--- config.mk ---
export PLATFORM = sky130hd
export DESIGN_NAME = intc_core
export DESIGN_NICKNAME = d
export VERILOG_FILES = /design/src/rtl/intc_pkg.sv /design/src/rtl/intc_ctrl.sv /design/src/rtl/intc_datapath.sv /design/src/rtl/intc_core.sv
export SDC_FILE = /design/constraint.sdc
export NUM_CORES = 1
export LEC_CHECK = 0
export BUFFER_PORTS_ARGS = -buffer_cell sky130_fd_sc_hd__buf_2
export CORE_AREA = 2 2 137 172
export CTS_BUF_LIST = sky130_fd_sc_hd__clkbuf_8 sky130_fd_sc_hd__clkbuf_16
export DETAILED_ROUTE_END_ITERATION = 12
export DIE_AREA = 0 0 139 174
export HOLD_SLACK_MARGIN = 0.03
export PLACE_DENSITY = 0.72
export SYNTH_ARGS = -nofsm -noshare
export SYNTH_HDL_FRONTEND = slang
export SYNTH_HIERARCHICAL = 1
export SYNTH_SLANG_ARGS = --single-unit
--- constraint.sdc ---
create_clock -name clk -period 2.6 [get_ports clk]
set_input_delay 0.13 -clock clk [delete_from_list [all_inputs] [get_ports clk]]
set_output_delay 0.13 -clock clk [all_outputs]
set_load 0.01 [all_outputs]
--- src/rtl/intc_pkg.sv ---
package intc_pkg;

  localparam int OFF_STATUS = 0;
  localparam int OFF_SET    = 1;
  localparam int OFF_ENABLE = 2;
  localparam int OFF_CRIT   = 3;
  localparam int OFF_POL    = 4;
  localparam int OFF_TRIG   = 5;
  localparam int OFF_MASKED = 6;

  // Write strobes passed from bus decode to the register datapath.
  typedef struct packed {
    logic wrStatus;
    logic wrSet;
    logic wrEnable;
    logic wrCrit;
    logic wrPol;
    logic wrTrig;
  } wrStrobes_t;

endpackage

--- src/rtl/intc_ctrl.sv ---
module intc_ctrl
  import intc_pkg::*;
#(
  parameter int ADDR_W  = 10,
  parameter int NUM_SRC = 32,
  parameter int BASE    = 'h30
) (
  input  logic [ADDR_W-1:0]  busAddr,
  input  logic               busWrEn,
  input  logic [NUM_SRC-1:0] statusQ,
  input  logic [NUM_SRC-1:0] enableQ,
  input  logic [NUM_SRC-1:0] critQ,
  input  logic [NUM_SRC-1:0] polQ,
  input  logic [NUM_SRC-1:0] trigQ,
  output wrStrobes_t         strb,
  output logic [NUM_SRC-1:0] busRdData
);

  localparam logic [ADDR_W-1:0] A_STS = ADDR_W'(BASE + OFF_STATUS);
  localparam logic [ADDR_W-1:0] A_SET = ADDR_W'(BASE + OFF_SET);
  localparam logic [ADDR_W-1:0] A_ENA = ADDR_W'(BASE + OFF_ENABLE);
  localparam logic [ADDR_W-1:0] A_CRT = ADDR_W'(BASE + OFF_CRIT);
  localparam logic [ADDR_W-1:0] A_POL = ADDR_W'(BASE + OFF_POL);
  localparam logic [ADDR_W-1:0] A_TRG = ADDR_W'(BASE + OFF_TRIG);
  localparam logic [ADDR_W-1:0] A_MSK = ADDR_W'(BASE + OFF_MASKED);

  always_comb begin
    strb = '0;
    if (busWrEn) begin
      case (busAddr)
        A_STS:   strb.wrStatus = 1'b1;
        A_SET:   strb.wrSet    = 1'b1;
        A_ENA:   strb.wrEnable = 1'b1;
        A_CRT:   strb.wrCrit   = 1'b1;
        A_POL:   strb.wrPol    = 1'b1;
        A_TRG:   strb.wrTrig   = 1'b1;
        default: strb = '0;
      endcase
    end
  end

  always_comb begin
    case (busAddr)
      A_STS, A_SET: busRdData = statusQ;
      A_ENA:        busRdData = enableQ;
      A_CRT:        busRdData = critQ;
      A_POL:        busRdData = polQ;
      A_TRG:        busRdData = trigQ;
      A_MSK:        busRdData = statusQ & enableQ;
      default:      busRdData = '0;
    endcase
  end

endmodule

--- src/rtl/intc_datapath.sv ---
module intc_datapath
  import intc_pkg::*;
#(
  parameter int NUM_SRC = 32
) (
  input  logic               clk,
  input  logic               rst,
  input  logic [NUM_SRC-1:0] srcIn,
  input  logic [NUM_SRC-1:0] busWrData,
  input  wrStrobes_t         strb,
  output logic [NUM_SRC-1:0] statusQ,
  output logic [NUM_SRC-1:0] enableQ,
  output logic [NUM_SRC-1:0] critQ,
  output logic [NUM_SRC-1:0] polQ,
  output logic [NUM_SRC-1:0] trigQ,
  output logic               normIrq,
  output logic               critIrq
);

  logic [NUM_SRC-1:0] mappedIn;
  logic [NUM_SRC-1:0] prevIn;
  logic [NUM_SRC-1:0] riseV;
  logic [NUM_SRC-1:0] fallV;
  logic [NUM_SRC-1:0] statusD;

  // Source n drives status bit NUM_SRC-1-n.
  for (genvar n = 0; n < NUM_SRC; n++) begin : g_map
    assign mappedIn[NUM_SRC-1-n] = srcIn[n];
  end

  assign riseV = mappedIn & ~prevIn;
  assign fallV = ~mappedIn & prevIn;

  always_comb begin
    statusD = statusQ;
    if (strb.wrStatus) statusD = (statusD & ~busWrData) | (mappedIn & ~trigQ);
    if (strb.wrSet)    statusD = statusD | busWrData;
    statusD = statusD | riseV;            // rising input sets in both modes
    statusD = statusD & ~(fallV & ~trigQ); // level sources follow a fall
  end

  always_ff @(posedge clk) begin
    if (rst) begin
      statusQ <= '0;
      enableQ <= '0;
      critQ   <= '0;
      polQ    <= '0;
      trigQ   <= '0;
      prevIn  <= '0;
      normIrq <= 1'b0;
      critIrq <= 1'b0;
    end else begin
      statusQ <= statusD;
      prevIn  <= mappedIn;
      if (strb.wrEnable) enableQ <= busWrData;
      if (strb.wrCrit)   critQ   <= busWrData;
      if (strb.wrPol)    polQ    <= busWrData;
      if (strb.wrTrig)   trigQ   <= busWrData;
      normIrq <= |(statusQ & enableQ & ~critQ);
      critIrq <= |(statusQ & enableQ & critQ);
    end
  end

endmodule

--- src/rtl/intc_core.sv ---
module intc_core
  import intc_pkg::*;
#(
  parameter int NUM_SRC = 32,
  parameter int ADDR_W  = 10,
  parameter int BASE    = 'h30
) (
  input  logic               clk,
  input  logic               rst,
  input  logic [NUM_SRC-1:0] srcIn,
  input  logic [ADDR_W-1:0]  busAddr,
  input  logic               busWrEn,
  input  logic [NUM_SRC-1:0] busWrData,
  output logic [NUM_SRC-1:0] busRdData,
  output logic               normIrq,
  output logic               critIrq
);

  wrStrobes_t         strb;
  logic [NUM_SRC-1:0] statusQ;
  logic [NUM_SRC-1:0] enableQ;
  logic [NUM_SRC-1:0] critQ;
  logic [NUM_SRC-1:0] polQ;
  logic [NUM_SRC-1:0] trigQ;

  intc_ctrl #(.ADDR_W(ADDR_W), .NUM_SRC(NUM_SRC), .BASE(BASE)) u_ctrl (
    .busAddr(busAddr), .busWrEn(busWrEn),
    .statusQ(statusQ), .enableQ(enableQ), .critQ(critQ),
    .polQ(polQ), .trigQ(trigQ),
    .strb(strb), .busRdData(busRdData)
  );

  intc_datapath #(.NUM_SRC(NUM_SRC)) u_dp (
    .clk(clk), .rst(rst), .srcIn(srcIn), .busWrData(busWrData), .strb(strb),
    .statusQ(statusQ), .enableQ(enableQ), .critQ(critQ),
    .polQ(polQ), .trigQ(trigQ),
    .normIrq(normIrq), .critIrq(critIrq)
  );

endmodule

==> flow_summary.json <==
{
  "period_minus_slack_ns": 1.982,
  "final_area_mm2": 0.01164,
  "syn2layout_area_growth_pct": 16.82,
  "crit_buf_inv": 3,
  "finalHoldViolations": 0,
  "r2r_start": "u_dp/statusQ[3]",
  "clk_pin_slew_ns": 0.06,
  "fin_setup_tns_ns": 0,
  "cts_made_buffers": 17,
  "power_mw": 6.045,
  "drtIter0Drc": 658,
  "fp.dieH_um": 174,
  "cp.required_ns": 2.47,
  "gp_congestion": 0.8841,
  "pwr_density_cell_mw_per_mm2": 519.2,
  "ant_nets": 0,
  "synth_top_area_share_pct": 38.97,
  "core_area_mm2": 0.02265,
  "yosysWarnings": 6,
  "routedWlPerCell_um": 17.96,
  "ys_ff_latch": 194,
  "drv_slew": 0,
  "utilization_pct": 51.40,
  "rr_worst_depth": 4,
  "cp_max_fo": 50,
  "chipWidth_um": 139,
  "startpoint_type": "primary input",
  "grtUsageTotal_pct": 22.00,
  "wirelength_um": 27140,
  "grt_pass1_vias": 8260,
  "fmax_mhz": 504.5,
  "cts_tree": "done",
  "async_reset_ff_share_pct": 0,
  "antenna_found_initial": 0,
  "p_leak_nw": 4.195,
  "drive_gt1_share_pct": 17.09,
  "rows": 62,
  "dominantRegCellSynth": "dfxtp_1",
  "viasPerCell": 5.651,
  "worst_setup_path_end_kind": "output pin",
  "cp-startpoint": "busAddr[0]",
  "grt_pass1_wl_um": 43090,
  "status": "finished, final reports clean",
  "path_class": "in2out",
  "drc_errors": 0,
  "slowest_stage": "buf_4",
  "root_buffer": "clkbuf_16",
  "drv_cap": 0,
  "crit_chain": "buf_4 > buf_12 > mux2i_1 > o22a_1 > a21oi_1 > buf_2",
  "numClockSinks": 194,
  "ys_seq_area_share_pct": 38.97,
  "critical_path.top_delay_family": "buffers and inverters",
  "skew_ns": 0.007369,
  "num_antenna_cells": 0,
  "netlist_instances": 1089,
  "hold_end": "u_dp/enableQ[29]",
  "placed_area_mm2": 0.01069,
  "grt_max_degree": 88,
  "fin_crit_sh_pct": 76.23,
  "htree_num_levels": 4,
  "worstReg2RegEnd": "u_dp/critIrq",
  "synth.most_common_cell": "dfxtp_1",
  "syn_avg_cell_area_um2": 9.152,
  "setup_viol": 0,
  "relSlewSlack_pct": 50.86,
  "overflow": 0,
  "synth.net_count": 1166,
  "final_cells": 1511,
  "io_buffers": 110,
  "synth_edf_count": 0,
  "tightest_slew_ns": 0.7371,
  "post-dp-hpwl_um": 18600,
  "synth_commonest_cells": "dfxtp_1, mux2i_1, nor2_1, a21oi_1, nand2_1",
  "initial_utilization_pct": 44.00,
  "fp.dieArea_mm2": 0.02419,
  "nets": 1287,
  "min_path_type": "in2reg",
  "drt_pre_antenna_iters": 5,
  "max-vdd-ir-drop_uv": 474.3,
  "r2r_slack_ns": 1.07,
  "vias": 8539,
  "slowest_delay_ns": 0.57,
  "worst_ep_arrival_time_ns": 1.85,
  "synth_area_leaders": "dfxtp_1, mux2i_1, nor2_1, a21oi_1, a22oi_2",
  "synth_top_area_cell": "dfxtp_1",
  "hp-start": "busWrData[29]",
  "ys_types": 34,
  "min_path_cells": 3,
  "cts_resized": 0,
  "syn_area_mm2": 0.009967,
  "io_pins": 111,
  "dp_cells": 1437,
  "clk_latency_ns": 0.43,
  "clock_path_buffers": 2,
  "grt_setup_unrepaired": "no"
}
==> cells by family (layout without fill, tap and decap cells) <==
kind of cell,count (synthesis),in the layout,share of synthesized area [%]
DFF,194,194,38.97
buffers and inverters,114,248,6.578
muxes,190,190,19.08
AOI/OAI and AO/OA,273,273,19.14
and+or+nand+nor,318,318,16.23
==> state kept, by name, indices dropped and copies added, names as in the netlist <==
register and flops:
u_dp/normIrq 1, u_dp/enableQ 32, u_dp/critIrq 1, u_dp/trigQ 32, u_dp/statusQ 32, u_dp/polQ 32, u_dp/prevIn 32, u_dp/critQ 32
==> layer usage <==
metal | track usage, % | part of all wire (%)
met1 | 27.98 | 44
met2 | 36.60 | 48
met3 | 4.270 | 5.8
met4 | 9.133 | 3.0
met5 | 0 | 0
==> per-stage QoR <==
stage,worst slack (ns),hold WS (ns)
2_1_floorplan,0.7940,0.2538
3_3_place_gp,0.3844,0.3523
3_5_place_dp,0.2679,0.3528
4_1_cts,0.6368,0.03124
5_1_grt,0.5023,0.04483
6_report,0.6179,0.03598
==> cells in the final DEF (no fill, tap or decap), drive strengths merged, types with 9 or more instances in the layout <==
cell,count
nand2,60
o21a,32
mux2i,190
and4b,32
dfxtp,194
o21ai,32
nor4,9
nor2,129
a22oi,32
o22a,31
nor2b,33
nand3,33
o22ai,12
dlygate4sd3,42
a21boi,32
inv,39
a21oi,96
buf,139
clkbuf,19
==> layout make-up <==
| cell class | count | area (µm²) |
|---|---|---|
| fill | 2096 | 11010 |
| multi-input combinational | 781 | 5470 |
| sequential | 194 | 3884 |
| timing repair buffer | 181 | 1260 |
| clock buffer | 19 | 452.9 |
| tap | 288 | 360.3 |
| inverter | 35 | 131.4 |
| clock inverter | 13 | 85.08 |
==> worst max path at each step <==
| stage | end | slack, ns | cells past startpoint |
|---|---|---|---|
| 6_report | busRdData[21] | 0.62 | 6 |
| 5_1_grt | busRdData[21] | 0.50 | 6 |
| 4_1_cts | busRdData[21] | 0.64 | 6 |
| 3_5_place_dp | u_dp/polQ[28] | 0.27 | 8 |
| 3_3_place_gp | u_dp/polQ[28] | 0.38 | 8 |
| 2_1_floorplan | u_dp/statusQ[30] | 0.79 | 8 |
==> power breakdown <==
| group | total [mW] | switching [mW] | internal (mW) | leakage (nW) |
|---|---|---|---|---|
| clock network | 2.43 | 1.16 | 1.27 | 0.275 |
| logic | 0.511 | 0.282 | 0.229 | 2.34 |
| registers | 3.10 | 0.0689 | 3.03 | 1.58 |
| total | 6.05 | 1.51 | 4.54 | 4.19 |
==> what timing repair did <==
item,CTS,global route
hold endpoints to repair,87,0
hold buffers,42,0
buffers inserted,0,0
==> worst reg2reg max path: cells and delay by family (launching register included) <==
| kind | cells | cell delay, ns |
|---|---|---|
| AND/OR/NAND/NOR | 3 | 0.79 |
| flip-flops | 1 | 0.38 |
| AO/OA/AOI/OAI | 1 | 0.20 |
Note: power is estimated with default switching activity, not from simulation.
